### src/rtl/mesh_route_pkg.sv
// Shared constants for the mesh route stage: output request bit positions
// and input port codes. Assumes five router ports.
package mesh_route_pkg;
    localparam int NUM_PORTS = 5;
    localparam int BIT_WEST  = 0;
    localparam int BIT_EAST  = 1;
    localparam int BIT_SOUTH = 2;
    localparam int BIT_NORTH = 3;
    localparam int BIT_LOCAL = 4;

    typedef enum logic [2:0] {
        SRC_LOCAL = 3'd0,
        SRC_NORTH = 3'd1,
        SRC_SOUTH = 3'd2,
        SRC_EAST  = 3'd3,
        SRC_WEST  = 3'd4
    } src_port_e;
endpackage

### src/rtl/mesh_offset_calc.sv
// Signed per-dimension offset: destination minus own coordinate.
// Assumes unsigned coordinates of CW bits; result has one extra sign bit
// so that the whole range -(2^CW-1)..+(2^CW-1) is representable.
module mesh_offset_calc #(
    parameter int CW = 3
) (
    input  logic [CW-1:0]      dst,
    input  logic [CW-1:0]      here,
    output logic signed [CW:0] offset
);
    // Zero-extend both operands, then subtract as signed values.
    always_comb begin
        offset = $signed({1'b0, dst}) - $signed({1'b0, here});
    end
endmodule

### src/rtl/mesh_port_select.sv
// Chooses one output port from the two offsets using X-then-Y order.
// Assumes y_only is set for headers that arrived from a north/south input,
// which must never turn back into the X dimension.
module mesh_port_select
    import mesh_route_pkg::*;
#(
    parameter int OW = 4
) (
    input  logic signed [OW-1:0] dx,
    input  logic signed [OW-1:0] dy,
    input  logic                 y_only,
    output logic [NUM_PORTS-1:0] port
);
    logic x_left, x_right;

    // X is considered only when a turn into X is allowed.
    always_comb begin
        x_left  = !y_only && (dx < 0);
        x_right = !y_only && (dx > 0);
    end

    // Priority: X correction, then Y correction, then local delivery.
    always_comb begin
        port = '0;
        if (x_left)       port[BIT_WEST]  = 1'b1;
        else if (x_right) port[BIT_EAST]  = 1'b1;
        else if (dy < 0)  port[BIT_SOUTH] = 1'b1;
        else if (dy > 0)  port[BIT_NORTH] = 1'b1;
        else              port[BIT_LOCAL] = 1'b1;
    end
endmodule

### src/rtl/mesh_req_hold.sv
// Holds the registered one-hot request until it is acknowledged.
// Assumes load is only raised when the stage can accept (ready high).
module mesh_req_hold
    import mesh_route_pkg::*;
(
    input  logic                 clk,
    input  logic                 rst_n,
    input  logic                 load,
    input  logic [NUM_PORTS-1:0] next_req,
    input  logic                 ack,
    output logic [NUM_PORTS-1:0] req,
    output logic                 ready
);
    logic busy;

    // A nonzero request marks the stage as occupied.
    always_comb busy = |req;

    // The stage can take a header when empty or when it is being drained.
    always_comb ready = !busy || ack;

    // Load a new request, clear on acknowledge, otherwise hold.
    always_ff @(posedge clk) begin
        if (!rst_n)     req <= '0;
        else if (load)  req <= next_req;
        else if (ack)   req <= '0;
    end

    AST_REQ_ONEHOT: assert property (@(posedge clk) disable iff (!rst_n)
        $onehot0(req));
    AST_HOLD_STABLE: assert property (@(posedge clk) disable iff (!rst_n)
        (busy && !ack) |=> $stable(req));
    AST_BLOCKED_NOT_READY: assert property (@(posedge clk) disable iff (!rst_n)
        (busy && !ack) |-> !ready);
endmodule

### src/rtl/mesh_xy_route.sv
// Route computation stage of a five-port 2D mesh router using
// dimension-order (X then Y) routing. Assumes K nodes per dimension,
// unsigned coordinates, and that headers from north/south inputs have
// finished their X travel.
module mesh_xy_route
    import mesh_route_pkg::*;
#(
    parameter int K  = 8,
    parameter int CW = (K > 1) ? $clog2(K) : 1
) (
    input  logic                 clk,
    input  logic                 rst_n,
    input  logic [CW-1:0]        my_x,
    input  logic [CW-1:0]        my_y,
    input  logic                 hdr_valid,
    output logic                 hdr_ready,
    input  logic [CW-1:0]        hdr_dst_x,
    input  logic [CW-1:0]        hdr_dst_y,
    input  logic [2:0]           hdr_src,
    output logic [NUM_PORTS-1:0] out_req,
    input  logic                 out_ack
);
    localparam int OW   = CW + 1;
    localparam int DIMS = 2;

    logic [DIMS-1:0][CW-1:0] dst_c, own_c;
    logic signed [OW-1:0]    off [DIMS];
    logic                    y_only;
    logic                    take;
    logic [NUM_PORTS-1:0]    pick;

    // Gather coordinates per dimension: index 0 is X, index 1 is Y.
    always_comb begin
        dst_c[0] = hdr_dst_x;
        dst_c[1] = hdr_dst_y;
        own_c[0] = my_x;
        own_c[1] = my_y;
    end

    // One offset calculator per dimension.
    for (genvar d = 0; d < DIMS; d++) begin : g_dim
        mesh_offset_calc #(.CW(CW)) u_off (
            .dst    (dst_c[d]),
            .here   (own_c[d]),
            .offset (off[d])
        );
    end

    // Headers from a Y-direction input may not turn into X.
    always_comb y_only = (hdr_src == SRC_NORTH) || (hdr_src == SRC_SOUTH);

    // Header handshake completes when both sides agree.
    always_comb take = hdr_valid && hdr_ready;

    mesh_port_select #(.OW(OW)) u_sel (
        .dx     (off[0]),
        .dy     (off[1]),
        .y_only (y_only),
        .port   (pick)
    );

    mesh_req_hold u_hold (
        .clk      (clk),
        .rst_n    (rst_n),
        .load     (take),
        .next_req (pick),
        .ack      (out_ack),
        .req      (out_req),
        .ready    (hdr_ready)
    );

    AST_NO_Y_TO_X: assert property (@(posedge clk) disable iff (!rst_n)
        (take && (hdr_src == SRC_NORTH || hdr_src == SRC_SOUTH))
        |=> !(out_req[BIT_EAST] || out_req[BIT_WEST]));
    AST_ACCEPT_GIVES_REQ: assert property (@(posedge clk) disable iff (!rst_n)
        take |=> (out_req != '0));
    AST_X_FIRST: assert property (@(posedge clk) disable iff (!rst_n)
        (take && !y_only && hdr_dst_x != my_x)
        |=> (out_req[BIT_EAST] || out_req[BIT_WEST]));
endmodule

### config.mk
export PLATFORM = sky130hd
export DESIGN_NAME = mesh_xy_route
export DESIGN_NICKNAME = d
export VERILOG_FILES = /design/src/rtl/mesh_route_pkg.sv /design/src/rtl/mesh_offset_calc.sv /design/src/rtl/mesh_port_select.sv /design/src/rtl/mesh_req_hold.sv /design/src/rtl/mesh_xy_route.sv
export SDC_FILE = /design/constraint.sdc
export NUM_CORES = 1
export LEC_CHECK = 0
export CAP_MARGIN = 20
export CORE_MARGIN = 2
export CORE_UTILIZATION = 38
export CTS_BUF_LIST = sky130_fd_sc_hd__clkbuf_16
export DETAILED_ROUTE_END_ITERATION = 7
export PLACE_DENSITY = 0.73
export SLEW_MARGIN = 30
export SYNTH_ARGS = -nofsm -noshare
export SYNTH_HDL_FRONTEND = slang
export SYNTH_SLANG_ARGS = --single-unit
### constraint.sdc
create_clock -name clk -period 2.51 [get_ports clk]
set_input_delay 0.502 -clock clk [delete_from_list [all_inputs] [get_ports clk]]
set_output_delay 0.502 -clock clk [all_outputs]
set_load 0.02 [all_outputs]
==> run_results.csv <==
group,metric,value,unit
run_status,outcome,"finished, final reports clean",
clock_network,cts_buffers,3,
synthesis,yosys_register_bits,5,
sta,fin_skew,0.000251,ns
route,route.detailed.drc,0,
die,start_util,0.427,
synthesis,synthesis.instances,57,
clock_network,cts_tree,"yes",
synthesis,netlist_area,494,µm²
grt,grt_pass1_wl,1.81,mm
route,dr_total_vias,498,
clock_network,post-cts-setup-buffers,0,
power_and_ir_drop,power,0.469,mW
clock_network,postCtsResizedCells,0,
clock_network,clock_latency,0.22,ns
layout,top_regs,"u_hold.req: 5 flops",
layout,drive_gt1_frac,0.0941,
die,rows,12,
layout,seqCellArea,100,µm²
route,first_iter_violations,9,
route,wire_per_inst,10.4,µm
clock_network,h-tree-depth,1,
synthesis,yosysUniqueCellTypes,26,
sta,fmax,0.425,GHz
die,die-area,0.00161,mm²
clock_network,cts_hold_buf,0,
die,core_area,0.00116,mm²
sta,setup_viol_count_final,0,
synthesis,ys_warn_count,0,
power_and_ir_drop,powerDensity,564,mW/mm²
critical_path,cp_max_fo,2,
power_and_ir_drop,peakVddDrop,0.000217,V
placed_design,dpl.hpwl,867,µm
run,max_cap_violations,0,
grt,antenna_found_initial,0,
layout,top_register,"u_hold.req",
sta,rsz0062_at_grt,"no",
route,wl,1.03,mm
sta,final.setup.tns,0,ns
critical_path,crit_type,"in -> reg",
grt,grt_overflow_total,0,
clock_network,clkTransAtPathRegs,0.03,ns
route,vias_per_cell,5.03,
layout,nFillCells,97,
sta,max-slew-margin-rel,0.731,
route,postRouteAntennaNets,0,
clock_network,clock-sinks,5,
clock_network,ctsLongestPathBuffers,2,
sta,hold_violations,0,
sta,post-route-period-util,0.938,
layout,multi_input_area,353,µm²
die,die_h,40.1,µm
die,boundaryPins,25,
synthesis,synth_nets,84,
route,first_pass_iters,4,
synthesis,syn_area_per_cell,8.67,µm²
synthesis,synth_seq_area_share,0.203,
min_path,min_path_type,"reg -> reg",
sta,worstMarginPinSlew,0.403,ns
placed_design,routabilityCongestion,0.776,
layout,layout.nets,113,
sta,period_needed,2.35,ns
sta,timing.hold.ws,0.485,ns
power_and_ir_drop,p_leak,0.349,nW
grt,grt.total_usage,0.173,
die,die_w,40.1,µm
clock_network,cts_root_buf,"clkbuf_16",
placed_design,portBuffers,24,
layout,antenna_cells,0,
critical_path,critical_path_required,2.65,ns
grt,grt_pass1_vias,469,
grt,grt_max_degree,8,
layout,largest_reg_flops,5,
critical_path,startpoint_type,"input port",
layout,syn2layout_area_growth,68.1,%
critical_path,cp.arrival,2.50,ns
critical_path,crit_path_end_kind,"flop",
sta,slew_viol_final,0,
[cell families after synthesis]
logic type / Yosys count / synth area share
buffers and inverters: 11 / 0.0835
AND/OR/NAND/NOR: 17 / 0.215
flip-flops: 5 / 0.203
adder cells (fa/ha/maj): 8 / 0.233
AO/OA/AOI/OAI: 13 / 0.213
XOR/XNOR: 3 / 0.0532
[report_power, final]
part / leakage (nW) / total, mW / internal [mW] / switching [mW]
clock network: 0.0423 / 0.254 / 0.206 / 0.0485
registers: 0.0407 / 0.0886 / 0.0851 / 0.00351
logic: 0.266 / 0.126 / 0.0698 / 0.0560
[stage by stage]
stage               cells  area (µm²)  setup WS [ns]   util
floorplan              57         494          0.482      -
global placement       95         752        -0.0152  0.650
detailed placement     95         752        -0.0614  0.650
CTS                    99         831          0.176  0.719
global route           99         831         0.0181  0.719
finish                 99         831          0.155  0.719
[synthesized netlist by cell type]
cell / count / area, µm²
a2111oi_2: 1 / 15.0
a21o_1: 1 / 7.51
a21oi_1: 4 / 20.0
a31o_2: 1 / 8.76
and2_1: 1 / 6.26
dfxtp_1: 5 / 100
fa_1: 2 / 40.0
ha_1: 6 / 75.1
inv_1: 11 / 41.3
nand2_1: 2 / 7.51
nand2b_1: 3 / 18.8
nand3b_1: 4 / 30.0
nand4b_1: 1 / 8.76
nor2_1: 2 / 7.51
nor2b_1: 1 / 6.26
nor3_1: 1 / 5.00
o2111ai_1: 1 / 8.76
o21a_1: 1 / 7.51
o21ai_0: 1 / 5.00
o21ai_1: 1 / 5.00
o221ai_2: 1 / 15.0
o31ai_2: 1 / 12.5
or3_2: 1 / 7.51
or3b_1: 1 / 8.76
xnor2_1: 2 / 17.5
xor2_1: 1 / 8.76
[final timing paths]
kind | start | to | slack (ns) | cells after the start
worst max-delay path | my_x[0] | u_hold.req[4] | 0.16 | 8
worst max register to register | u_hold.req[0] | u_hold.req[0] | 1.11 | 4
worst min-delay path | u_hold.req[1] | u_hold.req[1] | 0.49 | 2
worst min register to register | u_hold.req[1] | u_hold.req[1] | 0.49 | 2
[per-layer routing]
| layer | track usage | up-vias | wire length [µm] |
|---|---|---|---|
| li1 | - | 254 | - |
| met1 | 0.188 | 224 | 444 |
| met2 | 0.306 | 18 | 512 |
| met3 | 0.0333 | 2 | 49 |
| met4 | 0.103 | 0 | 19 |
| met5 | 0 | - | 0 |
[cells in the final DEF (no fill, tap or decap), types with 2 or more instances in the layout]
cell type,count
clkdlybuf4s50_1,24
inv_1,12
fa_1,2
nand2_1,2
nor2_1,2
a21oi_1,4
nand2b_1,3
dfxtp_1,5
ha_1,6
nand3b_1,4
xnor2_1,2
clkbuf_16,3
[final cells by class]
cell class | count | share of cell area
multi-input combinational | 41 | 0.425
timing repair buffer | 24 | 0.289
sequential | 5 | 0.120
clock buffer | 3 | 0.0904
inverter | 11 | 0.0497
tap | 14 | 0.0211
clock inverter | 1 | 0.00452
[worst max-delay path: stages]
cell and delay, ns:
clkdlybuf4s50_1 0.46, ha_1 0.15, inv_1 0.05, fa_1 0.37, xor2_1 0.17, a2111oi_2 0.45
o221ai_2 0.17, o31ai_2 0.17
Note: power is estimated with default switching activity, not from simulation.
